===== config.mk =====
export PLATFORM = sky130hd
export DESIGN_NAME = pmu_user_filter
export DESIGN_NICKNAME = d
export VERILOG_FILES = /design/src/rtl/pmu_ufilt_pkg.sv /design/src/rtl/pmu_ufilt_mask.sv /design/src/rtl/pmu_ufilt_dp.sv /design/src/rtl/pmu_ufilt_ctl.sv /design/src/rtl/pmu_user_filter.sv
export SDC_FILE = /design/constraint.sdc
export NUM_CORES = 1
export LEC_CHECK = 0
export BUFFER_PORTS_ARGS = -buffer_cell sky130_fd_sc_hd__buf_2
export CAP_MARGIN = 10
export CORE_MARGIN = 1.5
export CORE_UTILIZATION = 26
export DETAILED_ROUTE_END_ITERATION = 6
export PLACE_DENSITY = 0.82
export REMOVE_ABC_BUFFERS = 1
export SYNTH_ARGS = -nofsm -noshare
export SYNTH_HDL_FRONTEND = slang
export SYNTH_SLANG_ARGS = --single-unit

===== constraint.sdc =====
create_clock -name vclk -period 2.9
set_clock_uncertainty 0.05 [all_clocks]
set_input_delay 0.725 -clock vclk [all_inputs]
set_output_delay 0.725 -clock vclk [all_outputs]
set_load 0.05 [all_outputs]

===== src/rtl/pmu_ufilt_pkg.sv =====
package pmu_ufilt_pkg;

  localparam int REG_W   = 64;
  localparam int MASK_W  = 33;
  localparam int EVT_MAX = 31;
  localparam int CYC_BIT = 31;
  localparam int INS_BIT = 32;

  typedef enum logic [1:0] {
    SEL_EVENT = 2'd0,
    SEL_CYCLE = 2'd1,
    SEL_INSTR = 2'd2,
    SEL_NONE  = 2'd3
  } selClass_e;

  typedef enum logic [1:0] {
    TGT_COUNT  = 2'd0,
    TGT_ENABLE = 2'd1,
    TGT_OVFL   = 2'd2,
    TGT_ZERO   = 2'd3
  } target_e;

  // strobes from the lookup datapath to the decision control
  typedef struct packed {
    logic selValid;
    logic maskBit;
    logic classRo;
    logic isWr;
    logic zeroTgt;
  } lookup_t;

  typedef struct packed {
    logic razWi;
    logic ro;
    logic rw;
    logic accTrap;
    logic wrTrap;
    logic zeroApply;
  } verdict_t;

endpackage


===== src/rtl/pmu_ufilt_mask.sv =====
module pmu_ufilt_mask
  import pmu_ufilt_pkg::*;
#(
  parameter int NUM_EVT   = 20,
  parameter bit HAS_INSTR = 1'b1
) (
  input  logic [REG_W-1:0]  userMaskReg,
  output logic [MASK_W-1:0] effMask
);

  // upper reserved bits and unbacked bits are simply not forwarded
  logic unusedBits;
  assign unusedBits = ^userMaskReg;

  for (genvar i = 0; i < EVT_MAX; i++) begin : g_evt
    if (i < NUM_EVT) begin : g_live
      assign effMask[i] = userMaskReg[i];
    end else begin : g_dead
      assign effMask[i] = 1'b0;
    end
  end

  assign effMask[CYC_BIT] = userMaskReg[CYC_BIT];

  if (HAS_INSTR) begin : g_ins
    assign effMask[INS_BIT] = userMaskReg[INS_BIT];
  end else begin : g_noins
    assign effMask[INS_BIT] = 1'b0;
  end

endmodule


===== src/rtl/pmu_ufilt_dp.sv =====
module pmu_ufilt_dp
  import pmu_ufilt_pkg::*;
#(
  parameter int NUM_EVT   = 20,
  parameter bit HAS_INSTR = 1'b1,
  parameter int IDX_W     = 5
) (
  input  logic [1:0]        selClass,
  input  logic [IDX_W-1:0]  selIdx,
  input  logic              isWrite,
  input  logic [1:0]        target,
  input  logic [MASK_W-1:0] effMask,
  input  logic              evtRoEn,
  input  logic              cycRoEn,
  input  logic              insRoEn,
  output lookup_t           lk
);

  localparam logic [IDX_W:0] EVT_LIM = (IDX_W+1)'(NUM_EVT);

  selClass_e        cls;
  logic [MASK_W-1:0] selVec;
  logic             idxInRange;

  assign cls        = selClass_e'(selClass);
  assign idxInRange = ({1'b0, selIdx} < EVT_LIM);

  // one-hot pointer into the effective mask
  for (genvar i = 0; i < EVT_MAX; i++) begin : g_sel
    assign selVec[i] = (cls == SEL_EVENT) && (selIdx == IDX_W'(i));
  end
  assign selVec[CYC_BIT] = (cls == SEL_CYCLE);
  assign selVec[INS_BIT] = (cls == SEL_INSTR);

  always_comb begin
    lk.maskBit = |(selVec & effMask);
    lk.isWr    = isWrite;
    lk.zeroTgt = (target_e'(target) == TGT_ZERO);
    unique case (cls)
      SEL_EVENT: begin lk.selValid = idxInRange; lk.classRo = evtRoEn; end
      SEL_CYCLE: begin lk.selValid = 1'b1;       lk.classRo = cycRoEn; end
      SEL_INSTR: begin lk.selValid = HAS_INSTR;  lk.classRo = insRoEn; end
      default:   begin lk.selValid = 1'b0;       lk.classRo = 1'b0;    end
    endcase
  end

endmodule


===== src/rtl/pmu_ufilt_ctl.sv =====
module pmu_ufilt_ctl
  import pmu_ufilt_pkg::*;
(
  input  lookup_t  lk,
  input  logic     maskModeEn,
  input  logic     userEn,
  output verdict_t vd
);

  always_comb begin
    vd = '0;
    if (!lk.selValid) begin
      vd.razWi = 1'b1;
    end else if (maskModeEn) begin
      if (!lk.maskBit)     vd.razWi = 1'b1;
      else if (lk.classRo) vd.ro    = 1'b1;
      else                 vd.rw    = 1'b1;
    end else if (!userEn) begin
      vd.accTrap = 1'b1;
    end else if (lk.classRo) begin
      vd.ro = 1'b1;
    end else begin
      vd.rw = 1'b1;
    end
    vd.wrTrap    = vd.ro & lk.isWr;
    vd.zeroApply = vd.rw & lk.isWr & lk.zeroTgt;
  end

endmodule


===== src/rtl/pmu_user_filter.sv =====
module pmu_user_filter
  import pmu_ufilt_pkg::*;
#(
  parameter int NUM_EVT   = 20,
  parameter bit HAS_INSTR = 1'b1,
  parameter int IDX_W     = 5
) (
  input  logic [1:0]       selClass,
  input  logic [IDX_W-1:0] selIdx,
  input  logic             isWrite,
  input  logic [1:0]       target,
  input  logic [63:0]      userMaskReg,
  input  logic             maskModeEn,
  input  logic             userEn,
  input  logic             evtRoEn,
  input  logic             cycRoEn,
  input  logic             insRoEn,
  output logic             razWi,
  output logic             roAcc,
  output logic             rwAcc,
  output logic             accTrap,
  output logic             wrTrap,
  output logic             zeroApply
);

  logic [MASK_W-1:0] effMask;
  lookup_t           lk;
  verdict_t          vd;

  pmu_ufilt_mask #(.NUM_EVT(NUM_EVT), .HAS_INSTR(HAS_INSTR)) u_mask (
    .userMaskReg (userMaskReg),
    .effMask     (effMask)
  );

  pmu_ufilt_dp #(.NUM_EVT(NUM_EVT), .HAS_INSTR(HAS_INSTR), .IDX_W(IDX_W)) u_dp (
    .selClass (selClass),
    .selIdx   (selIdx),
    .isWrite  (isWrite),
    .target   (target),
    .effMask  (effMask),
    .evtRoEn  (evtRoEn),
    .cycRoEn  (cycRoEn),
    .insRoEn  (insRoEn),
    .lk       (lk)
  );

  pmu_ufilt_ctl u_ctl (
    .lk         (lk),
    .maskModeEn (maskModeEn),
    .userEn     (userEn),
    .vd         (vd)
  );

  assign razWi     = vd.razWi;
  assign roAcc     = vd.ro;
  assign rwAcc     = vd.rw;
  assign accTrap   = vd.accTrap;
  assign wrTrap    = vd.wrTrap;
  assign zeroApply = vd.zeroApply;

endmodule


==> parameters.txt <==
Parameter                              Value

Detailed routing
  Number of vias per cell    5.13
  Number of violations reported at the end of detailed-routing iteration 0    2
  Final wirelength    about 1500 um
  Via count of the routed design    around 600
  Iteration count of the initial detailed-routing pass    4
  Mean routed wirelength per cell    12.7 um
  Number of nets with antenna violations after detailed routing    0
  # DRC    0

Floorplanning
  Placeable core region    roughly 1500 um2
  Horizontal die dimension    between 40 and 50 um
  Initial Util    28.3%
  Row Count    14
  Boundary pin count    85
  Die outline area    ~1900 um2
  Die height    approximately 44 um

Synthesis
  Post-synthesis instance area    approximately 430 um2
  Leading post-synthesis cells by cell area    sky130_fd_sc_hd__mux2i_1 (19%), sky130_fd_sc_hd__ha_1 (12%), sky130_fd_sc_hd__mux4_1 (6.1%), sky130_fd_sc_hd__or3b_1 (6.1%), sky130_fd_sc_hd__a211oi_1 (5.2%)
  Yosys synthesis warning count    0
  Top-area cell type share of the netlist area    18.6%
  Distinct cell type count of the synthesized netlist    25
  Syn Area/Cell    ~8.6 um2
  Cells after synthesis    50
  Most area-hungry cell type in the Yosys netlist    sky130_fd_sc_hd__mux2i_1
  Sequential-to-total area share from yosys stat    0%

Finish
  Seq Cell Count    0
  Seq. cell area    0 um2
  Number of diodes    0
  Area Growth Syn to Fin    102%
  Number of nets at the end of the flow    189
  Final Util    between 50 and 60%
  Non-filler cells, final    120
  # clk buffers    0
  Share of final-layout standard cells stronger than drive strength 1    a little under three quarters
  # fillers    134

Placement
  Inst Count DP    between 100 and 150
  Placer congestion estimate    just over 0.7
  Placed wire-length estimate    approximately 1200 um
  Quantity of I/O buffers inserted on ports    43

GRT
  Overflow left after global routing    0
  Number of antenna violations at the first check in global routing    0
  Number of global-route vias before repair    approximately 570
  Largest net degree at the start of global routing    9
  Global-route wire length before repair    roughly 2300 um
  Total track usage    between 10% and 20%

STA
  Total count of max-transition violations in the final report    0
  Max Clock Freq    341 MHz
  Slew at the pin closest to its max-slew limit    about 0.32 ns
  Worst relative slew slack    between 70% and 80%
  Endpoints failing setup    1
  Worst Hold Margin    1.74 ns
  Number of hold violations in the final report    0
  Clock period minus worst slack    roughly 2.9 ns
  Unrepaired setup endpoints after global routing    yes
  Share of the cycle needed by the critical path after routing    101%
  Minimum setup slack in the final design    -0.0339 ns

Min path
  Hold crit path type    in2out
  Origin of the worst min-delay path    userEn

Critical path
  Kind of start point of the critical path    input port
  Crit path DAT    between 2 and 2.5 ns
  Worst setup startpoint    selIdx[3]
  Biggest fanout along the worst timing path    6
  Endpoint required time on the critical path    about 2.1 ns
  Setup CP Type    in2out
  Nature of the critical path endpoint    output pin

Power
  Power per Cell Area    156 nW/um2
  Worst IR Drop VDD    slightly below 0.09 mV
  Leakage power figure    0.417 nW
  Overall power    about 0.00014 W

Clock tree
  Cts-stage hold buffer count    0
  Number of setup buffers added after CTS    0

Flow run
  Number of maximum-capacitance violations    0

Outcome
  Violated checks    setup timing
  Run status    complete, but fails checks
## power by group
part / internal (W) / switching, W
Sequential: 0 / 0
Combinational: 0.0000682 / 0.0000677
Clock: 0 / 0
## logic make-up after synthesis
logic type | share of synthesized area, %
buffers and inverters | 8.69
and+or+nand+nor | 22.3
adders and majority gates | 11.6
AOI/OAI and AO/OA | 32.8
muxes | 24.6
## synthesized netlist by cell type
cell,count
sky130_fd_sc_hd__mux2i_1,8
sky130_fd_sc_hd__ha_1,4
sky130_fd_sc_hd__inv_1,4
sky130_fd_sc_hd__a211oi_1,3
sky130_fd_sc_hd__nand2_1,3
sky130_fd_sc_hd__o22ai_1,3
sky130_fd_sc_hd__or3b_1,3
sky130_fd_sc_hd__buf_6,2
sky130_fd_sc_hd__nand3_1,2
sky130_fd_sc_hd__nand3b_1,2
sky130_fd_sc_hd__nor2_1,2
sky130_fd_sc_hd__a2111oi_2,1
sky130_fd_sc_hd__a21bo_1,1
sky130_fd_sc_hd__a222oi_1,1
sky130_fd_sc_hd__a22oi_1,1
sky130_fd_sc_hd__a41oi_2,1
sky130_fd_sc_hd__mux4_1,1
sky130_fd_sc_hd__nand2b_1,1
sky130_fd_sc_hd__nor2b_1,1
sky130_fd_sc_hd__nor3b_1,1
sky130_fd_sc_hd__o21ai_0,1
sky130_fd_sc_hd__o221a_2,1
sky130_fd_sc_hd__o32ai_1,1
sky130_fd_sc_hd__o41ai_2,1
sky130_fd_sc_hd__or3_1,1
## final timing paths
kind              cells after the start  slack (ns)   endpoint
setup / recovery                      7       -0.03  zeroApply
hold / removal                        3        1.74    accTrap
## cell usage in the layout, fill, tap and decap left out, types with 2 or more instances in the layout
| cell | netlist | layout |
|---|---|---|
| sky130_fd_sc_hd__ha_1 | 4 | 2 |
| sky130_fd_sc_hd__o22ai_2 | 0 | 2 |
| sky130_fd_sc_hd__nand3_1 | 2 | 2 |
| sky130_fd_sc_hd__buf_4 | 0 | 13 |
| sky130_fd_sc_hd__nor2_2 | 0 | 2 |
| sky130_fd_sc_hd__or3b_1 | 3 | 3 |
| sky130_fd_sc_hd__nand2_1 | 3 | 3 |
| sky130_fd_sc_hd__mux2i_1 | 8 | 7 |
| sky130_fd_sc_hd__a211oi_2 | 0 | 2 |
| sky130_fd_sc_hd__nand3b_1 | 2 | 2 |
| sky130_fd_sc_hd__buf_2 | 0 | 36 |
| sky130_fd_sc_hd__inv_1 | 4 | 4 |
| sky130_fd_sc_hd__buf_6 | 2 | 5 |
## final cells by class
type | count | area [um2] | area share, %
Timing Repair Buffer | 56 | 357 | 40.8
Tap cell | 16 | 20.0 | 2.29
Inverter | 4 | 15.0 | 1.72
Multi-Input combinational cell | 44 | 482 | 55.2
## through the flow
stage               setup TNS [ns]  instance area, um2  setup slack [ns]
floorplan                    -2.38                 409            -0.535
global placement            -0.357                 742            -0.125
detailed placement          -0.433                 742            -0.145
CTS                        -0.0459                 822           -0.0367
global route                -0.227                 873            -0.100
finish                     -0.0339                 873           -0.0339
## critical path: stages
cell and delay (ns):
sky130_fd_sc_hd__buf_2 0.13, sky130_fd_sc_hd__or3_4 0.38, sky130_fd_sc_hd__o22ai_2 0.16, sky130_fd_sc_hd__o41ai_2 0.09, sky130_fd_sc_hd__buf_4 0.17, sky130_fd_sc_hd__a2111oi_4 0.30
sky130_fd_sc_hd__buf_6 0.21
## timing repair
item,in CTS,in global routing
resized for setup,20,12
endpoints found under the setup margin,5,5
pin swaps,3,5
## per-layer routing
metal  up-vias  global-route usage (%)  routed length (um)
met2        25                    29.7                 836
met4         0                       0                   0
met1       277                    19.4                 609
met5         -                       0                   0
li1        313                       -                   -
met3         0                   0.417                  75
(Power assumes the default switching activity.)
